$ cat config.mk
export PLATFORM = sky130hd
export DESIGN_NAME = sar6_seq
export DESIGN_NICKNAME = d
export VERILOG_FILES = /design/src/rtl/sar6_pkg.sv /design/src/rtl/sar6_bit_timer.sv /design/src/rtl/sar6_bit_pointer.sv /design/src/rtl/sar6_trial_reg.sv /design/src/rtl/sar6_seq.sv
export SDC_FILE = /design/constraint.sdc
export NUM_CORES = 1
export LEC_CHECK = 0
export ABC_AREA = 1
export BUFFER_PORTS_ARGS = -buffer_cell sky130_fd_sc_hd__clkbuf_2
export CORE_ASPECT_RATIO = 2
export CORE_MARGIN = 1.5
export CORE_UTILIZATION = 30
export CTS_CLUSTER_SIZE = 10
export DETAILED_ROUTE_END_ITERATION = 16
export PLACE_DENSITY_LB_ADDON = 0.12
export SLEW_MARGIN = 10
export SYNTH_ARGS = -nofsm -noshare
export SYNTH_HDL_FRONTEND = slang
export SYNTH_HIERARCHICAL = 1
export SYNTH_SLANG_ARGS = --single-unit
$ cat constraint.sdc
create_clock -name clk -period 1.8 [get_ports clk]
set_input_delay 0.09 -clock clk [delete_from_list [all_inputs] [get_ports clk]]
set_output_delay 0.09 -clock clk [all_outputs]
set_load 0.05 [all_outputs]
$ cat src/rtl/sar6_pkg.sv
package sar6_pkg;
   typedef enum logic {
      CONV_IDLE = 1'b0,
      CONV_RUN  = 1'b1
   } conv_state_e;

   function automatic int unsigned total_cycles(input int unsigned bits,
                                                input int unsigned ticks);
      return bits * ticks;
   endfunction
endpackage

$ cat src/rtl/sar6_bit_timer.sv
module sar6_bit_timer #(
   parameter int unsigned TICKS_PER_BIT = 16
) (
   input  logic clk,
   input  logic rst_n,
   input  logic clear_i,
   input  logic run_i,
   output logic period_end_o
);
   generate
      if (TICKS_PER_BIT < 1) begin : g_bad
         $error("TICKS_PER_BIT must be at least 1");
      end
      if (TICKS_PER_BIT == 1) begin : g_single
         assign period_end_o = run_i;
      end else begin : g_count
         localparam int unsigned CW = $clog2(TICKS_PER_BIT);
         localparam logic [CW-1:0] LAST = CW'(TICKS_PER_BIT - 1);
         logic [CW-1:0] tick_q;
         always_ff @(posedge clk) begin
            if (!rst_n) begin
               tick_q <= '0;
            end else if (clear_i) begin
               tick_q <= '0;
            end else if (run_i) begin
               tick_q <= (tick_q == LAST) ? '0 : tick_q + 1'b1;
            end
         end
         assign period_end_o = run_i && (tick_q == LAST);
      end
   endgenerate
endmodule

$ cat src/rtl/sar6_bit_pointer.sv
module sar6_bit_pointer #(
   parameter int unsigned NBITS = 6
) (
   input  logic             clk,
   input  logic             rst_n,
   input  logic             load_i,
   input  logic             step_i,
   output logic [NBITS-1:0] ptr_o,
   output logic             last_o
);
   localparam logic [NBITS-1:0] TOP = {1'b1, {(NBITS-1){1'b0}}};
   logic [NBITS-1:0] ptr_q;

   always_ff @(posedge clk) begin
      if (!rst_n) begin
         ptr_q <= '0;
      end else if (load_i) begin
         ptr_q <= TOP;
      end else if (step_i) begin
         ptr_q <= ptr_q >> 1;
      end
   end

   assign ptr_o  = ptr_q;
   assign last_o = ptr_q[0];
endmodule

$ cat src/rtl/sar6_trial_reg.sv
module sar6_trial_reg #(
   parameter int unsigned NBITS = 6
) (
   input  logic             clk,
   input  logic             rst_n,
   input  logic             load_i,
   input  logic             clear_i,
   input  logic             step_i,
   input  logic             comp_i,
   input  logic [NBITS-1:0] ptr_i,
   output logic [NBITS-1:0] code_o
);
   genvar i;
   generate
      for (i = 0; i < NBITS; i++) begin : g_bit
         logic bit_q;
         logic arm_next;
         if (i == NBITS - 1) begin : g_top
            assign arm_next = 1'b0;
         end else begin : g_low
            assign arm_next = ptr_i[i+1];
         end
         always_ff @(posedge clk) begin
            if (!rst_n) begin
               bit_q <= 1'b0;
            end else if (load_i) begin
               bit_q <= (i == NBITS - 1);
            end else if (clear_i) begin
               bit_q <= 1'b0;
            end else if (step_i) begin
               if (ptr_i[i]) begin
                  bit_q <= comp_i;
               end else if (arm_next) begin
                  bit_q <= 1'b1;
               end
            end
         end
         assign code_o[i] = bit_q;
      end
   endgenerate
endmodule

$ cat src/rtl/sar6_seq.sv
module sar6_seq #(
   parameter int unsigned RES_BITS      = 6,
   parameter int unsigned TICKS_PER_BIT = 16
) (
   input  logic                clk,
   input  logic                rst_n,
   input  logic                start_i,
   input  logic                comp_i,
   output logic [RES_BITS-1:0] trial_o,
   output logic [RES_BITS-1:0] result_o,
   output logic                busy_o,
   output logic                done_o
);
   import sar6_pkg::*;

   generate
      if (RES_BITS < 2 || RES_BITS > 16) begin : g_bad_width
         $error("RES_BITS must lie between 2 and 16");
      end
   endgenerate

   conv_state_e         state_q;
   logic                accept;
   logic                period_end;
   logic                last_bit;
   logic                finish;
   logic [RES_BITS-1:0] ptr;
   logic [RES_BITS-1:0] code;
   logic [RES_BITS-1:0] settled;
   logic [RES_BITS-1:0] result_q;
   logic                done_q;

   assign accept = start_i && (state_q == CONV_IDLE);
   assign finish = period_end && last_bit;

   sar6_bit_timer #(.TICKS_PER_BIT(TICKS_PER_BIT)) u_timer (
      .clk          (clk),
      .rst_n        (rst_n),
      .clear_i      (accept),
      .run_i        (state_q == CONV_RUN),
      .period_end_o (period_end)
   );

   sar6_bit_pointer #(.NBITS(RES_BITS)) u_ptr (
      .clk    (clk),
      .rst_n  (rst_n),
      .load_i (accept),
      .step_i (period_end),
      .ptr_o  (ptr),
      .last_o (last_bit)
   );

   sar6_trial_reg #(.NBITS(RES_BITS)) u_trial (
      .clk     (clk),
      .rst_n   (rst_n),
      .load_i  (accept),
      .clear_i (finish),
      .step_i  (period_end),
      .comp_i  (comp_i),
      .ptr_i   (ptr),
      .code_o  (code)
   );

   assign settled = (code & ~ptr) | ({RES_BITS{comp_i}} & ptr);

   always_ff @(posedge clk) begin
      if (!rst_n) begin
         state_q  <= CONV_IDLE;
         result_q <= '0;
         done_q   <= 1'b0;
      end else begin
         done_q <= finish;
         case (state_q)
            CONV_IDLE: if (accept) state_q <= CONV_RUN;
            CONV_RUN: begin
               if (finish) begin
                  state_q  <= CONV_IDLE;
                  result_q <= settled;
               end
            end
            default: state_q <= CONV_IDLE;
         endcase
      end
   end

   assign trial_o  = code;
   assign result_o = result_q;
   assign busy_o   = (state_q == CONV_RUN);
   assign done_o   = done_q;
endmodule

==> flow_summary.json <==
{
  "synth_area_per_cell_um2": 6.624,
  "synth_seq_area_share_pct": 40.29,
  "critPathCaptureType": "register",
  "synth_compound_area_share_pct": 10.18,
  "wl_um": 2380,
  "relSlewSlack_pct": 72.01,
  "antenna_left": 0,
  "nets": 198,
  "row_count": 32,
  "first_pass_iters": 4,
  "holdPathEnd": "busy_o$_SDFF_PN0_",
  "clk_pin_slew_ns": 0.08,
  "cts_root_buf": "clkbuf_8",
  "die_area_um2": 4385,
  "grt_pass1_wl_um": 3939,
  "drt-initial-drc-count": 18,
  "cp_max_fo": 5,
  "rsz0062_at_grt": "false",
  "hold_violations": 0,
  "required_ns": 1.96,
  "viasPerCell": 4.182,
  "h-tree-depth": 1,
  "io_pins": 18,
  "antenna_found_initial": 0,
  "post_cts_resized": 0,
  "worstSkewPairLatency_ns": 0.26,
  "period_share_pct": 86.06,
  "hold_buffers": 0,
  "hold_depth": 3,
  "max_freq_ghz": 0.6455,
  "drive_gt1_share_pct": 17.28,
  "wl_per_cell_um": 9.835,
  "synth.distinct_cells": 19,
  "grt_max_degree": 16,
  "period_minus_slack_ns": 1.549,
  "hold_start": "start_i",
  "fin_util_pct": 34.11,
  "synthCells": 180,
  "grtUsageTotal_pct": 12.26,
  "die_h_um": 92.16,
  "area.growth.synth_to_final_pct": 9.969,
  "synth_warnings": 6,
  "fin_skew_ns": 0.003724,
  "start_util_pct": 31.02,
  "fp.coreArea_um2": 3844,
  "vdd_drop_max_v": 0.0004688,
  "cap_violations": 0,
  "syn_nets": 185,
  "gp_congestion": 0.7175,
  "post_cts_buffers": 0,
  "setup_viol": 0,
  "cts_buffer_depth": 2,
  "drc_errors": 0,
  "leakage_nw": 0.6315,
  "numClockSinks": 24,
  "status": "finished clean",
  "synth_top_family_by_area": "simple AND/OR/NAND/NOR gates",
  "r2r_start": "u_timer/g_count.tick_q[0]$_SDFFE_PP0P_",
  "critPathKind": "reg -> reg",
  "hold_path.class": "in -> reg",
  "synth_simple_gate_area_share_pct": 32.63,
  "antenna_cells": 0,
  "reg2reg_to": "u_trial/g_bit[4].bit_q$_SDFFE_PP0P_",
  "power_density_nw_per_um2": 707.8,
  "cp-start-kind": "register",
  "synth_xor_area_share_pct": 0,
  "reg2reg_slack_ns": 0.25,
  "cts_tree": "done",
  "arrival_ns": 1.71,
  "worst_pin_slew_ns": 0.4183,
  "synth-seq-cells": 24,
  "cts_made_buffers": 3,
  "reg2reg_depth": 10,
  "synthAdderAreaFrac_pct": 1.049,
  "startpoint": "u_timer/g_count.tick_q[0]$_SDFFE_PP0P_",
  "netlist_area_um2": 1192,
  "drv_slew": 0,
  "setup-tns-final_ns": 0,
  "hpwl_um": 1872,
  "synthMuxAreaShare_pct": 0,
  "die_w_um": 47.58,
  "dr_total_vias": 1012,
  "grt_pass1_vias": 964,
  "io_buffers": 17,
  "overflow": 0
}
[worst max-delay path, cell delays in order, from the launching register on]
cell	delay [ns]
dfxtp_1	0.38
ha_1	0.19
nand3_1	0.11
nor2_1	0.20
nand2_1	0.10
inv_1	0.11
inv_1	0.06
nand2_1	0.09
nor2_4	0.06
o21ai_1	0.10
nor2_1	0.06
[cell type report]
| class | count | area, µm² |
|---|---|---|
| fill | 431 | 2532 |
| multi-input combinational | 117 | 523.0 |
| sequential | 24 | 481.7 |
| inverter | 29 | 108.9 |
| timing repair buffer | 18 | 92.59 |
| tap | 51 | 63.81 |
| clock buffer | 3 | 41.29 |
[metal layers]
metal  global-route usage, %  wire (µm)
met3                   1.772         51
met5                       0          0
met1                   11.96        929
met2                   23.20       1372
met4                   4.730         27
[cell usage in the layout, fill, tap and decap left out]
cell      netlist  routed
a21oi_1        11      11
a21oi_2         2       2
buf_4           7       1
clkbuf_2        1      17
clkbuf_8        0       3
dfxtp_1        24      23
dfxtp_2         0       1
ha_1            1       1
inv_1          27      27
inv_2           2       2
nand2_1        56      56
nand2_2         3       3
nand2_4         1       1
nand3_1         6       6
nand3_2         1       1
nor2_1         26      26
nor2_4          1       1
o21ai_0         6       6
o21ai_1         2       2
o21ai_2         1       1
[through the flow]
stage	area, µm²	setup WS [ns]	hold WS (ns)	total power, W	cells
after floorplan	1194	0.08205	0.1876	0.0006111	180
after global placement	1270	0.3031	0.4511	0.0006294	239
after detailed placement	1270	0.2791	0.4025	0.0006303	239
after CTS	1311	0.2637	0.1266	0.0009509	242
after global routing	1311	0.1093	0.1510	0.0009859	242
final	1311	0.2508	0.1248	0.0009281	242
[how the worst max path moves through the flow]
stage	to	slack, ns	depth (start not counted)
after floorplan	u_trial/g_bit[3].bit_q$_SDFFE_PP0P_	0.08	9
after global placement	u_trial/g_bit[5].bit_q$_SDFFE_PN0P_	0.30	9
after detailed placement	u_trial/g_bit[5].bit_q$_SDFFE_PN0P_	0.28	9
after CTS	u_trial/g_bit[5].bit_q$_SDFFE_PN0P_	0.26	9
after global routing	u_trial/g_bit[5].bit_q$_SDFFE_PN0P_	0.11	9
final	u_trial/g_bit[4].bit_q$_SDFFE_PP0P_	0.25	10
[sequential cells by signal, summed over array words and instances, names as in the netlist]
register / flops
u_timer/g_count.tick_q: 4
u_ptr/ptr_o: 6
result_o: 6
done_o: 1
u_trial/g_bit.bit_q: 6
busy_o: 1
[Yosys cell counts]
cell type	number	area share, %
nand2_2	3	1.6
dfxtp_1	24	40
a21oi_1	11	4.6
o21ai_0	6	2.5
nand2_1	56	18
nand3_2	1	0.84
nand3_1	6	2.5
inv_1	27	8.5
o21ai_1	2	0.84
ha_1	1	1.0
buf_4	7	4.4
inv_2	2	0.63
nor2_1	26	8.2
nor2_4	1	0.94
nand2_4	1	0.94
o21ai_2	1	0.73
a21oi_2	2	1.5
buf_6	2	1.9
clkbuf_2	1	0.42
[kinds of logic (layout without fill, tap and decap cells)]
kind of cell / Yosys count / in the layout
AOI/OAI and AO/OA: 22 / 22
adders and majority gates: 1 / 1
buffers and inverters: 39 / 50
DFF: 24 / 24
and+or+nand+nor: 94 / 94
[report_power, final]
| group | leakage, nW | internal (W) | total (W) | switching (W) |
|---|---|---|---|---|
| registers | 0.195 | 0.000539 | 0.000550 | 0.0000114 |
| logic | 0.415 | 0.0000188 | 0.0000661 | 0.0000473 |
| clock network | 0.0216 | 0.000149 | 0.000312 | 0.000162 |
Note: power is estimated with default switching activity, not from simulation.
